--- src/rtl/irq_pkg.sv ---
package irq_pkg;

    localparam int unsigned IDX_W = 3;

    typedef enum logic [1:0] {
        ST_IDLE = 2'd0,
        ST_LOW  = 2'd1,
        ST_HIGH = 2'd2,
        ST_NEST = 2'd3
    } svc_state_t;

endpackage

--- src/rtl/irq_sampler.sv ---
module irq_sampler #(
    parameter int unsigned N = 6
) (
    input  logic         clk,
    input  logic         rst_n,
    input  logic [N-1:0] req_i,
    input  logic         gen_i,
    input  logic [N-1:0] en_i,
    input  logic [N-1:0] hi_i,
    output logic [N-1:0] cand_hi_o,
    output logic [N-1:0] cand_lo_o,
    output logic         gen_o
);

    logic [N-1:0] req_q;
    logic [N-1:0] en_q;
    logic [N-1:0] hi_q;
    logic         gen_q;

    always_ff @(posedge clk or negedge rst_n) begin
        if (!rst_n) begin
            req_q <= '0;
            en_q  <= '0;
            hi_q  <= '0;
            gen_q <= 1'b0;
        end else begin
            req_q <= req_i;
            en_q  <= en_i;
            hi_q  <= hi_i;
            gen_q <= gen_i;
        end
    end

    always_comb begin
        cand_hi_o = req_q & en_q & hi_q & {N{gen_q}};
        cand_lo_o = req_q & en_q & ~hi_q & {N{gen_q}};
    end

    assign gen_o = gen_q;

endmodule

--- src/rtl/irq_level_pick.sv ---
module irq_level_pick #(
    parameter int unsigned N = 6
) (
    input  logic [N-1:0]             cand_i,
    output logic                     any_o,
    output logic [irq_pkg::IDX_W-1:0] idx_o
);

    always_comb begin
        any_o = |cand_i;
        idx_o = '0;
        for (int i = N - 1; i >= 0; i--) begin
            if (cand_i[i]) begin
                idx_o = irq_pkg::IDX_W'(i);
            end
        end
    end

endmodule

--- src/rtl/prio_irq_ctrl.sv ---
module prio_irq_ctrl #(
    parameter bit HAS_TIMER2 = 1'b1,
    localparam int unsigned NSRC = HAS_TIMER2 ? 6 : 5
) (
    input  logic            clk,
    input  logic            rst_n,
    input  logic [NSRC-1:0] irq_req_i,
    input  logic            glb_en_i,
    input  logic [NSRC-1:0] src_en_i,
    input  logic [NSRC-1:0] src_hi_i,
    input  logic            reti_i,
    output logic            vec_ack_o,
    output logic [2:0]      vec_idx_o
);
    import irq_pkg::*;

    localparam int unsigned NLVL = 2;

    logic [NSRC-1:0] cand_hi;
    logic [NSRC-1:0] cand_lo;
    logic            gen_q;
    logic [NLVL-1:0] lvl_any;
    logic [IDX_W-1:0] lvl_idx [NLVL];

    irq_sampler #(.N(NSRC)) u_sampler (
        .clk       (clk),
        .rst_n     (rst_n),
        .req_i     (irq_req_i),
        .gen_i     (glb_en_i),
        .en_i      (src_en_i),
        .hi_i      (src_hi_i),
        .cand_hi_o (cand_hi),
        .cand_lo_o (cand_lo),
        .gen_o     (gen_q)
    );

    // level 1 = high, level 0 = low
    for (genvar g = 0; g < NLVL; g++) begin : g_lvl
        irq_level_pick #(.N(NSRC)) u_pick (
            .cand_i (g == 1 ? cand_hi : cand_lo),
            .any_o  (lvl_any[g]),
            .idx_o  (lvl_idx[g])
        );
    end

    svc_state_t       st_q, st_d;
    logic             take;
    logic             take_hi;
    logic [IDX_W-1:0] take_idx;
    logic             ack_q;
    logic             ack_hi_q;
    logic [IDX_W-1:0] idx_q;

    // Next state and accept decision
    always_comb begin
        st_d     = st_q;
        take     = 1'b0;
        take_hi  = 1'b0;
        take_idx = '0;
        if (reti_i) begin
            unique case (st_q)
                ST_NEST: st_d = ST_LOW;
                ST_HIGH: st_d = ST_IDLE;
                ST_LOW:  st_d = ST_IDLE;
                ST_IDLE: st_d = ST_IDLE;
            endcase
        end else begin
            unique case (st_q)
                ST_IDLE: begin
                    if (lvl_any[1]) begin
                        take = 1'b1; take_hi = 1'b1; take_idx = lvl_idx[1];
                        st_d = ST_HIGH;
                    end else if (lvl_any[0]) begin
                        take = 1'b1; take_idx = lvl_idx[0];
                        st_d = ST_LOW;
                    end
                end
                ST_LOW: begin
                    if (lvl_any[1]) begin
                        take = 1'b1; take_hi = 1'b1; take_idx = lvl_idx[1];
                        st_d = ST_NEST;
                    end
                end
                ST_HIGH, ST_NEST: begin
                    st_d = st_q;
                end
            endcase
        end
    end

    // State register
    always_ff @(posedge clk or negedge rst_n) begin
        if (!rst_n) st_q <= ST_IDLE;
        else        st_q <= st_d;
    end

    // Output register
    always_ff @(posedge clk or negedge rst_n) begin
        if (!rst_n) begin
            ack_q    <= 1'b0;
            ack_hi_q <= 1'b0;
            idx_q    <= '0;
        end else begin
            ack_q <= take;
            if (take) begin
                ack_hi_q <= take_hi;
                idx_q    <= take_idx;
            end
        end
    end

    assign vec_ack_o = ack_q;
    assign vec_idx_o = idx_q;

    assert_single_pulse_R4: assert property (@(posedge clk) disable iff (!rst_n)
        vec_ack_o |=> !vec_ack_o);

    assert_gen_gate_R2: assert property (@(posedge clk) disable iff (!rst_n)
        !gen_q |=> !vec_ack_o);

    assert_hi_blocks_all_R9: assert property (@(posedge clk) disable iff (!rst_n)
        (st_q == ST_HIGH || st_q == ST_NEST) |=> !vec_ack_o);

    assert_lo_blocks_lo_R8: assert property (@(posedge clk) disable iff (!rst_n)
        (st_q == ST_LOW) |=> !(vec_ack_o && !ack_hi_q));

    assert_ret_gap_R12: assert property (@(posedge clk) disable iff (!rst_n)
        reti_i |=> !vec_ack_o);

    assert_nest_ret_R10: assert property (@(posedge clk) disable iff (!rst_n)
        (st_q == ST_NEST && reti_i) |=> (st_q == ST_LOW));

    assert_hi_wins_R6: assert property (@(posedge clk) disable iff (!rst_n)
        (st_q == ST_IDLE && !reti_i && (|cand_hi)) |=> (vec_ack_o && ack_hi_q));

endmodule

--- config.mk ---
export PLATFORM = sky130hd
export DESIGN_NAME = prio_irq_ctrl
export DESIGN_NICKNAME = d
export VERILOG_FILES = /design/src/rtl/irq_pkg.sv /design/src/rtl/irq_sampler.sv /design/src/rtl/irq_level_pick.sv /design/src/rtl/prio_irq_ctrl.sv
export SDC_FILE = /design/constraint.sdc
export NUM_CORES = 1
export LEC_CHECK = 0
export ABC_AREA = 1
export BUFFER_PORTS_ARGS = -buffer_cell sky130_fd_sc_hd__clkbuf_2
export CAP_MARGIN = 10
export CORE_MARGIN = 5
export CORE_UTILIZATION = 56
export CTS_CLUSTER_SIZE = 20
export DETAILED_ROUTE_END_ITERATION = 6
export PLACE_DENSITY = 0.82
export SLEW_MARGIN = 20
export SYNTH_ARGS = -nofsm -noshare
export SYNTH_HDL_FRONTEND = slang
export SYNTH_SLANG_ARGS = --single-unit
--- constraint.sdc ---
create_clock -name clk -period 4.2 [get_ports clk]
set_input_delay 1.05 -clock clk [delete_from_list [all_inputs] [get_ports clk]]
set_output_delay 1.05 -clock clk [all_outputs]
set_load 0.02 [all_outputs]
==> flow_summary_export.csv, run 1 <==
group,metric,value,unit
sta,setup_ws_final,2.26,ns
drt,detail_route.iter0.violations,14,
sta,worst_slew_pin_slew,0.592,ns
floorplanning,design.die.area,3080,sq um
clock_tree,insertion_delay_to_the_later_sink_of_the_worst_skew_pair,0.33,ns
drt,routed_wl_per_cell,10.4,um
setup_path,cp_slowest_cell,"sky130_fd_sc_hd__dfrtp_1",
clock_tree,cts_post_setup_buffers_inserted,0,
setup_path,worstSetupStartpointType,"flop",
yosys,synth.area.top_cells,"sky130_fd_sc_hd__dfrtp_1 (54%), sky130_fd_sc_hd__nand2_1 (13%), sky130_fd_sc_hd__inv_1 (5.5%)",
sta,period_minus_slack,1.94,ns
sta,finalHoldViolations,0,
setup_path,cp.arrival,0.89,ns
clock_tree,clockBufferDepth,2,
drt,totalWireLength,1970,um
sta,unrepaired_setup_endpoints_after_global_routing,"no",
clock_tree,postCtsResizedCells,0,
yosys,synth_nets,156,
grt,maximum_number_of_pins_on_one_net_before_global_route_repair,26,
clock_tree,cts.sinks,25,
min_path,worst_hold_path.num_cells,2,
setup_path,worst_r2r_path_depth,10,
yosys,synth_async_sr_flop_share,100,%
yosys,netlist_top_cells_count,"sky130_fd_sc_hd__nand2_1 (39), sky130_fd_sc_hd__dfrtp_1 (25), sky130_fd_sc_hd__inv_1 (17), sky130_fd_sc_hd__nor2_1 (12), sky130_fd_sc_hd__nand3_1 (8)",
power_and_ir_drop,vdd_drop_max,0.289,mV
finish,area_growth,15.4,%
yosys,synth_cell_types,19,
finish,post_route_cells_drive_above_1_share,30.2,%
sta,relSlewSlack,60.6,%
clock_tree,clk_pin_slew,0.14,ns
setup_path,timing.critical_path.to_type,"output pin",
yosys,synth_enable_flop_cells,0,
floorplanning,initial_utilization,59.1,%
clock_tree,cts_tree,"done",
setup_path,ff2ff_setup_slack,2.65,ns
drt,drcViolationCount,0,
drt,ant_nets,0,
setup_path,worstPathRequired,3.15,ns
grt,grt_first_pass_wirelength,3560,um
yosys,post-synth-top-count-cell,"sky130_fd_sc_hd__nand2_1",
sta,tns,0,ns
sta,final_min_period_over_clock_period,46.3,%
power_and_ir_drop,leak_pwr,0.000767,uW
floorplanning,die_height,55.5,um
placed_design,io_buffer_count,25,
finish,final_nets,185,
min_path,hold_path_startpoint,"vec_idx_o[0]$_DFFE_PN0P_",
setup_path,critPathTopFamily,"flip-flops",
floorplanning,core_area,1960,sq um
sta,fmax,514,MHz
placed_design,finalWeightedCongestion,0.880,
grt,grt_util_all_layers,14.6,%
yosys,synthFlopType,"sky130_fd_sc_hd__dfrtp_1",
placed_design,detailedPlacementHpwl,1570,um
finish,filler_cell_count,169,
min_path,worst_hold_path.endpoint,"vec_idx_o[0]$_DFFE_PN0P_",
yosys,synth_area,1160,sq um
clock_tree,clock_buffers_created_by_tritoncts,3,
job,cap_viol_max_count,0,
yosys,syn-instance-count,134,
floorplanning,rows,16,
finish,antennaDiodeCount,0,
min_path,min_path_type,"reg2reg",
sta,fin_skew,0.00611,ns
clock_tree,cts_root_buf,"sky130_fd_sc_hd__clkbuf_4",
sta,finalMaxSlewViolations,0,
yosys,netlist.area_leader.share,53.9,%
yosys,synth_top_cell_by_area,"sky130_fd_sc_hd__dfrtp_1",
setup_path,critical_path.max_fanout,2,
setup_path,r2r-end,"st_q[0]$_DFFE_PN0P_",
yosys,ys_ff_latch,25,
yosys,yosysWarningCount,0,
floorplanning,chipWidth,55.5,um
setup_path,worst-path-stages,1,
drt,detail_route.vias_per_cell,4.75,
yosys,ys_seq_area_share,53.9,%
sta,report.final.setup_viol,0,
yosys,post_synth.cell_area_avg,8.66,sq um
floorplanning,top_level_ports,26,
drt,dr_total_vias,898,
setup_path,max_stage_delay,0.41,ns
setup_path,crit_type,"reg2out",
grt,grt_antenna_before_repair,0,
grt,via_count_of_the_first_global_routing_pass,889,
setup_path,cp_cell_sequence,"clkbuf_2",
run_status,status,"complete, no violations",
power_and_ir_drop,power-per-cell-area,389,nW/um^2
clock_tree,clock_tree.htree_level_count,1,
clock_tree,postCtsHoldBufs,0,
drt,dr.pass1.iters,4,
placed_design,placement.setup.worst_slack,2.48,ns
setup_path,cp.buffers_inverters,1,
setup_path,crit-reg2reg-launch,"u_sampler.gen_o$_DFF_PN0_",
grt,grt_overflow_total,0,
[routing by layer]
layer | wire length, um | up-vias | global-route usage [%]
li1 | - | 471 | -
met1 | 789 | 403 | 16.0
met2 | 1050 | 20 | 25.7
met3 | 99 | 4 | 5.13
met4 | 29 | 0 | 5.21
met5 | 0 | - | 0
[sequential cells by signal, summed over array words and instances, names as in the netlist]
| register | cells |
|---|---|
| u_sampler.en_q | 6 |
| vec_ack_o | 1 |
| vec_idx_o | 3 |
| u_sampler.hi_q | 6 |
| u_sampler.gen_o | 1 |
| st_q | 2 |
| u_sampler.req_q | 6 |
[layout make-up]
class | count | area [sq um] | share of cell area [%]
Sequential cell | 25 | 626 | 46.7
Inverter | 20 | 75.1 | 5.61
Multi-Input combinational cell | 88 | 448 | 33.5
Timing Repair Buffer | 25 | 125 | 9.35
Clock inverter | 1 | 8.76 | 0.654
Clock buffer | 3 | 22.5 | 1.68
Tap cell | 27 | 33.8 | 2.52
[cells by family (layout without fill, tap and decap cells)]
group	after synthesis	count (layout)	synth area share, %
buffers and inverters	21	49	7.44
and+or+nand+nor	82	82	35.7
DFF	25	25	53.9
AOI/OAI and AO/OA	6	6	2.91
[report_power, final]
part | internal (uW) | total [uW] | switching [uW]
sequential | 267 | 285 | 17.7
combinational | 43.6 | 121 | 77.5
clock | 38.9 | 115 | 76.0
total | 349 | 521 | 171
[through the flow]
step	utilization [%]	cells	area, sq um	hold slack, ns	power [uW]
6_report	68.2	189	1340	0.494	521
5_1_grt	68.2	189	1340	0.517	555
4_1_cts	68.2	189	1340	0.502	528
3_5_place_dp	66.6	185	1310	0.466	412
3_3_place_gp	66.6	185	1310	0.465	407
2_1_floorplan	-	134	1160	0.539	372
[worst max-delay path by stage]
stage | from | endpoint | slack, ns
CTS | vec_idx_o[1]$_DFFE_PN0P_ | vec_idx_o[1] | 2.25
global route | vec_idx_o[2]$_DFFE_PN0P_ | vec_idx_o[2] | 2.20
floorplan | reti_i | st_q[0]$_DFFE_PN0P_ | 2.67
finish | vec_idx_o[1]$_DFFE_PN0P_ | vec_idx_o[1] | 2.26
detailed placement | reti_i | st_q[0]$_DFFE_PN0P_ | 2.48
global placement | reti_i | st_q[0]$_DFFE_PN0P_ | 2.53
[placed cells by master (no fill, tap or decap), drive strengths merged]
cell type  Yosys  routed
dfrtp         25      25
o21ai          4       4
nor3           1       1
nand3b         1       1
nand3          8       8
a21oi          2       2
clkbuf         0      28
nor2          20      20
inv           20      21
nand4          5       5
nand2         47      47
Note: power is estimated with default switching activity, not from simulation.
==> run 2: changes to the inputs <==
--- a/config.mk
+++ b/config.mk
@@ -9,10 +9,10 @@
 export BUFFER_PORTS_ARGS = -buffer_cell sky130_fd_sc_hd__clkbuf_2
 export CAP_MARGIN = 10
 export CORE_MARGIN = 5
-export CORE_UTILIZATION = 56
+export CORE_UTILIZATION = 47
 export CTS_CLUSTER_SIZE = 20
 export DETAILED_ROUTE_END_ITERATION = 6
-export PLACE_DENSITY = 0.82
+export PLACE_DENSITY = 0.74
 export SLEW_MARGIN = 20
 export SYNTH_ARGS = -nofsm -noshare
 export SYNTH_HDL_FRONTEND = slang
==> constraint.sdc (replaced) <==
create_clock -name clk -period 1.6 [get_ports clk]
set_input_delay 0.4 -clock clk [delete_from_list [all_inputs] [get_ports clk]]
set_output_delay 0.4 -clock clk [all_outputs]
set_load 0.02 [all_outputs]
==> flow_summary_export.csv, run 2 (synthesis results as in run 1) <==
group,metric,value,unit
drt,drcViolationCount,0,
clock_tree,clock_buffers_created_by_tritoncts,3,
drt,dr.pass1.iters,4,
drt,detail_route.vias_per_cell,4.69,
power_and_ir_drop,power-per-cell-area,988,nW/um^2
placed_design,numPlacedInstances,188,
grt,grt_overflow_total,0,
power_and_ir_drop,power_dissipated_by_switching_net_loads,432,uW
sta,relSlewSlack,61.1,%
power_and_ir_drop,part_of_the_total_power_dissipated_in_combinational_logic,24.1,%
finish,final_cell_mix,"sky130_fd_sc_hd__nand2_1 (39), sky130_fd_sc_hd__clkbuf_2 (25), sky130_fd_sc_hd__dfrtp_1 (24)",
run_status,status,"complete, no violations",
power_and_ir_drop,power_frac_clock,20.3,%
sta,finalHoldViolations,0,
floorplanning,chipWidth,59.7,um
setup_path,cp.arrival,1.69,ns
drt,routed_wl_per_cell,10.0,um
finish,final_nets,188,
setup_path,worst_r2r_path_depth,9,
sta,period_minus_slack,1.48,ns
finish,filler_cell_count,218,
clock_tree,cts.sinks,25,
finish,reg_top3,"u_sampler.en_q (6), u_sampler.hi_q (6), u_sampler.req_q (6)",
floorplanning,initial_utilization,48.1,%
setup_path,worst_path_most_repeated_cell,"sky130_fd_sc_hd__nand2_1",
power_and_ir_drop,leak_pwr,0.000780,uW
finish,post_route_cells_drive_above_1_share,32.1,%
power_and_ir_drop,p_seq_share,55.6,%
finish,final_common_cell,"sky130_fd_sc_hd__nand2_1",
grt,grt_antenna_before_repair,0,
grt,grt_first_pass_wirelength,3620,um
clock_tree,clock_tree.htree_level_count,1,
setup_path,worstPathRequired,1.82,ns
setup_path,ff2ff_setup_slack,0.12,ns
setup_path,worstSetupStartpointType,"flop",
floorplanning,design.die.area,3560,sq um
setup_path,crit_type,"reg2reg",
finish,antennaDiodeCount,0,
clock_tree,clk_pin_slew,0.13,ns
setup_path,critical_path.max_fanout,6,
sta,finalMaxSlewViolations,0,
drt,totalWireLength,1960,um
setup_path,crit-reg2reg-launch,"u_sampler.gen_o$_DFF_PN0_",
floorplanning,core_area,2410,sq um
finish,area_growth,17.5,%
floorplanning,die_height,59.7,um
placed_design,io_buffer_count,25,
clock_tree,cts_tree,"done",
clock_tree,clockBufferDepth,2,
setup_path,cp_slowest_cell,"sky130_fd_sc_hd__dfrtp_2",
setup_path,r2r-end,"st_q[0]$_DFFE_PN0P_",
clock_tree,insertion_delay_to_the_later_sink_of_the_worst_skew_pair,0.31,ns
power_and_ir_drop,internal-power,914,uW
drt,detail_route.iter0.violations,8,
floorplanning,top_level_ports,26,
sta,final_min_period_over_clock_period,92.2,%
clock_tree,postCtsHoldBufs,0,
sta,holdWs,0.0561,ns
drt,dr_total_vias,914,
placed_design,finalWeightedCongestion,0.852,
sta,fin_skew,0.00261,ns
placed_design,detailedPlacementHpwl,1590,um
finish,final_design_area_no_fill,1360,sq um
floorplanning,rows,18,
sta,tns,0,ns
power_and_ir_drop,vdd_drop_max,0.622,mV
grt,via_count_of_the_first_global_routing_pass,882,
sta,report.final.setup_viol,0,
clock_tree,cts_root_buf,"sky130_fd_sc_hd__clkbuf_4",
sta,worst_slew_pin_slew,0.584,ns
min_path,min_path_type,"in2async",
setup_path,max_stage_delay,0.48,ns
drt,ant_nets,0,
sta,fmax,678,MHz
finish,fin_cells,195,
power_and_ir_drop,p_sw_share,32.1,%
placed_design,place_area,1310,sq um
grt,maximum_number_of_pins_on_one_net_before_global_route_repair,26,
sta,setup_ws_final,0.124,ns
setup_path,timing.critical_path.to_type,"flop",
placed_design,placement.setup.worst_slack,0.0776,ns
job,cap_viol_max_count,0,
grt,grt_util_all_layers,13.4,%
setup_path,cp_cell_sequence,"buf_4, nand4_1, nand2_1, nor2_2, nand2_1, nand2_2, nand2_4, o21ai_1, nand2_1",
==> run 2: metal layers <==
metal | GRT usage, % | part of all wire [%]
met5 | 0 | 0
met4 | 5.70 | 1.9
met3 | 2.16 | 5.0
met2 | 24.2 | 52
met1 | 15.5 | 41
==> run 2: cell type report <==
class                   instances  area, sq um  area share, %
multi-input cells              88          448           32.9
repair buffers                 28          148           10.8
flip-flops and latches         25          627           46.0
well taps                      30         37.5           2.75
clock inverters                 1         5.00          0.367
clock buffers                   3         22.5           1.65
inverters                      20         75.1           5.51
==> run 2: worst max-delay path by stage <==
stage | from | endpoint | cells past startpoint
2_1_floorplan | u_sampler.gen_o$_DFF_PN0_ | st_q[0]$_DFFE_PN0P_ | 11
3_3_place_gp | u_sampler.gen_o$_DFF_PN0_ | vec_idx_o[2]$_DFFE_PN0P_ | 11
3_5_place_dp | u_sampler.gen_o$_DFF_PN0_ | vec_idx_o[0]$_DFFE_PN0P_ | 11
4_1_cts | u_sampler.gen_o$_DFF_PN0_ | vec_idx_o[2]$_DFFE_PN0P_ | 11
5_1_grt | u_sampler.gen_o$_DFF_PN0_ | st_q[0]$_DFFE_PN0P_ | 9
6_report | u_sampler.gen_o$_DFF_PN0_ | st_q[0]$_DFFE_PN0P_ | 9
==> run 2: power by group through the flow <==
stage	clock network, uW	registers (uW)	logic, uW
finish	273	748	324
global route	310	759	369
CTS	286	749	324
detailed placement	0	761	324
global placement	0	758	314
floorplan	0	793	183
==> run 2: critical path, delay by kind of cell, from the launching register on <==
kind | cells | cell delay [ns]
AND/OR/NAND/NOR | 7 | 0.60
flip-flops | 1 | 0.48
buffers and inverters | 1 | 0.17
AO/OA/AOI/OAI | 1 | 0.11
==> run 2: stage by stage <==
stage | total power [uW] | util [%]
detailed placement | 1080 | 54.4
floorplan | 976 | -
global placement | 1070 | 54.4
CTS | 1360 | 55.6
global route | 1440 | 56.5
finish | 1350 | 56.5
==> run 2: what timing repair did <==
action                                  in CTS  in global routing
gates resized for setup                      0                  3
setup buffers                                0                  3
endpoints found under the setup margin       0                  6
==> run 3: changes to the inputs <==
--- a/config.mk
+++ b/config.mk
@@ -5,14 +5,15 @@
 export SDC_FILE = /design/constraint.sdc
 export NUM_CORES = 1
 export LEC_CHECK = 0
-export ABC_AREA = 1
 export BUFFER_PORTS_ARGS = -buffer_cell sky130_fd_sc_hd__clkbuf_2
 export CAP_MARGIN = 10
 export CORE_MARGIN = 5
-export CORE_UTILIZATION = 47
+export CORE_UTILIZATION = 45
 export CTS_CLUSTER_SIZE = 20
 export DETAILED_ROUTE_END_ITERATION = 6
-export PLACE_DENSITY = 0.74
+export PLACE_DENSITY = 0.72
+export RECOVER_POWER = 50
+export SETUP_SLACK_MARGIN = 0.5
 export SLEW_MARGIN = 20
 export SYNTH_ARGS = -nofsm -noshare
 export SYNTH_HDL_FRONTEND = slang
==> flow_summary_export.csv, run 3 <==
group,metric,value,unit
run_status,status,"finished, violations left",
run_status,violations,"negative setup slack",
yosys,post-synth-top-count-cell,"sky130_fd_sc_hd__dfrtp_1",
yosys,yosysWarningCount,0,
floorplanning,design.die.area,3270,sq um
finish,reg_top3,"u_sampler.en_q (6), u_sampler.hi_q (6), u_sampler.req_q (6)",
clock_tree,postCtsHoldBufs,0,
drt,dr.pass1.iters,4,
power_and_ir_drop,leak_pwr,0.000731,uW
sta,period_minus_slack,1.79,ns
drt,detail_route.iter0.violations,8,
yosys,netlist.area_leader.share,62.3,%
job,cap_viol_max_count,0,
floorplanning,core_area,2170,sq um
finish,post_route_cells_drive_above_1_share,53.6,%
sta,finalMaxSlewViolations,0,
placed_design,finalWeightedCongestion,0.905,
drt,dr_total_vias,788,
sta,unrepaired_setup_endpoints_after_global_routing,"yes",
grt,grt_antenna_before_repair,0,
setup_path,timing.critical_path.to_type,"flop",
clock_tree,cts.sinks,25,
clock_tree,clock_tree.htree_level_count,1,
clock_tree,cts_root_buf,"sky130_fd_sc_hd__clkbuf_4",
finish,final_cell_mix,"sky130_fd_sc_hd__dfrtp_1 (24), sky130_fd_sc_hd__clkbuf_2 (20), sky130_fd_sc_hd__buf_4 (19)",
drt,routed_wl_per_cell,14.1,um
yosys,syn-instance-count,73,
setup_path,critPathTopFamily,"flip-flops",
grt,maximum_number_of_pins_on_one_net_before_global_route_repair,26,
floorplanning,top_level_ports,26,
finish,area_growth,42.8,%
floorplanning,chipWidth,57.2,um
placed_design,place_area,1230,sq um
finish,final_design_area_no_fill,1430,sq um
setup_path,critical_path.max_fanout,5,
setup_path,cp.arrival,2.00,ns
yosys,synth_cell_types,27,
yosys,ys_seq_area_share,62.3,%
yosys,synth_top_cell_by_area,"sky130_fd_sc_hd__dfrtp_1",
drt,ant_nets,0,
finish,filler_cell_count,170,
yosys,post_synth.cell_area_avg,13.7,sq um
grt,via_count_of_the_first_global_routing_pass,796,
clock_tree,insertion_delay_to_the_later_sink_of_the_worst_skew_pair,0.31,ns
setup_path,worst-path-stages,6,
floorplanning,rows,17,
drt,drcViolationCount,0,
yosys,synth_async_sr_flop_share,100,%
sta,worst_slew_pin_slew,1.27,ns
yosys,ys_ff_latch,25,
clock_tree,clockBufferDepth,2,
yosys,synth_enable_flop_cells,0,
setup_path,max_stage_delay,0.47,ns
clock_tree,clock_buffers_created_by_tritoncts,3,
setup_path,cp.buffers_inverters,1,
min_path,worst_hold_path.num_cells,1,
finish,final_nets,148,
sta,final_min_period_over_clock_period,112,%
yosys,synth_nets,95,
yosys,synth.area.top_cells,"sky130_fd_sc_hd__dfrtp_1 (62%), sky130_fd_sc_hd__mux2_4 (4.5%), sky130_fd_sc_hd__nand4b_1 (4.4%)",
finish,final_common_cell,"sky130_fd_sc_hd__dfrtp_1",
sta,setup_ws_final,-0.194,ns
setup_path,crit-reg2reg-launch,"u_sampler.gen_o$_DFF_PN0_",
clock_tree,clk_pin_slew,0.13,ns
grt,grt_util_all_layers,13.7,%
finish,antennaDiodeCount,0,
setup_path,worst_r2r_path_depth,6,
finish,fin_cells,153,
floorplanning,initial_utilization,46.3,%
setup_path,setup_crit_start,"u_sampler.gen_o$_DFF_PN0_",
yosys,synthFlopType,"sky130_fd_sc_hd__dfrtp_1",
sta,finalHoldViolations,0,
setup_path,worstSetupStartpointType,"flop",
setup_path,cp_slowest_cell,"sky130_fd_sc_hd__dfrtp_2",
sta,fmax,557,MHz
sta,relSlewSlack,15.6,%
min_path,hold_path_startpoint,"glb_en_i",
setup_path,cp_cell_sequence,"buf_6, nand4_4, o21ai_2, or3_4, a22oi_4, mux2_4",
sta,report.final.setup_viol,4,
grt,grt_overflow_total,0,
placed_design,detailedPlacementHpwl,1520,um
clock_tree,cts_tree,"done",
grt,grt_first_pass_wirelength,3480,um
drt,totalWireLength,2160,um
floorplanning,die_height,57.2,um
min_path,min_path_type,"in2reg",
setup_path,ff2ff_setup_slack,-0.19,ns
placed_design,io_buffer_count,25,
setup_path,worstPathRequired,1.81,ns
power_and_ir_drop,power-per-cell-area,926,nW/um^2
yosys,synth_area,1000,sq um
yosys,netlist_top_cells_count,"sky130_fd_sc_hd__dfrtp_1 (25), sky130_fd_sc_hd__inv_1 (5), sky130_fd_sc_hd__nand4b_1 (5), sky130_fd_sc_hd__nor2_1 (4)",
drt,detail_route.vias_per_cell,5.15,
power_and_ir_drop,vdd_drop_max,0.597,mV
sta,tns,-0.644,ns
placed_design,numPlacedInstances,136,
setup_path,crit_type,"reg2reg",
sta,fin_skew,0.00404,ns
## run 3: cell count changes after synthesis, moves of 3 or more
cell,change
sky130_fd_sc_hd__inv_1,-12
sky130_fd_sc_hd__inv_2,-3
sky130_fd_sc_hd__mux2_4,+3
sky130_fd_sc_hd__nand2_1,-37
sky130_fd_sc_hd__nand2_2,-4
sky130_fd_sc_hd__nand2_4,-3
sky130_fd_sc_hd__nand3_1,-6
sky130_fd_sc_hd__nand4_1,-3
sky130_fd_sc_hd__nand4b_1,+5
sky130_fd_sc_hd__nor2_1,-8
sky130_fd_sc_hd__nor2_2,-5
## run 3: worst paths after layout
check / end
min reg2reg: st_q[0]$_DFFE_PN0P_
min: u_sampler.gen_o$_DFF_PN0_
max in group asynchronous: u_sampler.gen_o$_DFF_PN0_
max reg2reg: vec_idx_o[0]$_DFFE_PN0P_
min in group asynchronous: vec_ack_o$_DFF_PN0_
max: vec_idx_o[0]$_DFFE_PN0P_
## run 3: cell type report
class | instances | area (sq um) | area share, %
inverter | 5 | 18.8 | 1.31
clock inverter | 1 | 5.00 | 0.349
sequential | 25 | 627 | 43.8
tap | 28 | 35.0 | 2.45
timing repair buffer | 49 | 358 | 25.0
multi-input combinational | 42 | 367 | 25.6
clock buffer | 3 | 22.5 | 1.57
## run 3: through the flow
step	hold slack, ns	util (%)	power [uW]	setup slack, ns
2_1_floorplan	0.104	-	858	-0.0987
3_3_place_gp	0.417	56.9	952	-0.219
3_5_place_dp	0.438	56.9	961	-0.265
4_1_cts	0.0827	63.3	1310	-0.170
5_1_grt	0.157	66.0	1400	-0.272
6_report	0.183	66.0	1330	-0.194
## run 3: power by group
part           internal, uW  switching (uW)  leakage, uW
clock                  93.3             176    0.0000177
sequential              684            42.0     0.000300
combinational           198             132     0.000413
total                   976             350     0.000731
## run 3: timing repair
| action | 4_1_cts | 5_1_grt |
|---|---|---|
| gates resized for setup | 15 | 3 |
| setup buffers | 7 | 6 |
| gates cloned | 0 | 0 |
| pin swaps | 5 | 6 |
| endpoints found under the setup margin | 10 | 10 |
## run 3: logic make-up (layout without fill, tap and decap cells)
family          Yosys count  in the layout  share of synthesized area [%]
flops                    25             25                           62.3
simple gates             25             25                           19.1
mux                       3              3                           4.49
buf+inv                   6             58                           2.99
compound gates           14             14                           11.1
## run 3: per-layer routing
| metal | up-vias | global-route usage [%] | part of all wire (%) |
|---|---|---|---|
| met4 | 0 | 4.97 | 0.32 |
| met2 | 22 | 23.8 | 57 |
| met5 | - | 0 | 0 |
| met3 | 2 | 2.26 | 4.5 |
| li1 | 376 | - | - |
| met1 | 388 | 17.0 | 38 |
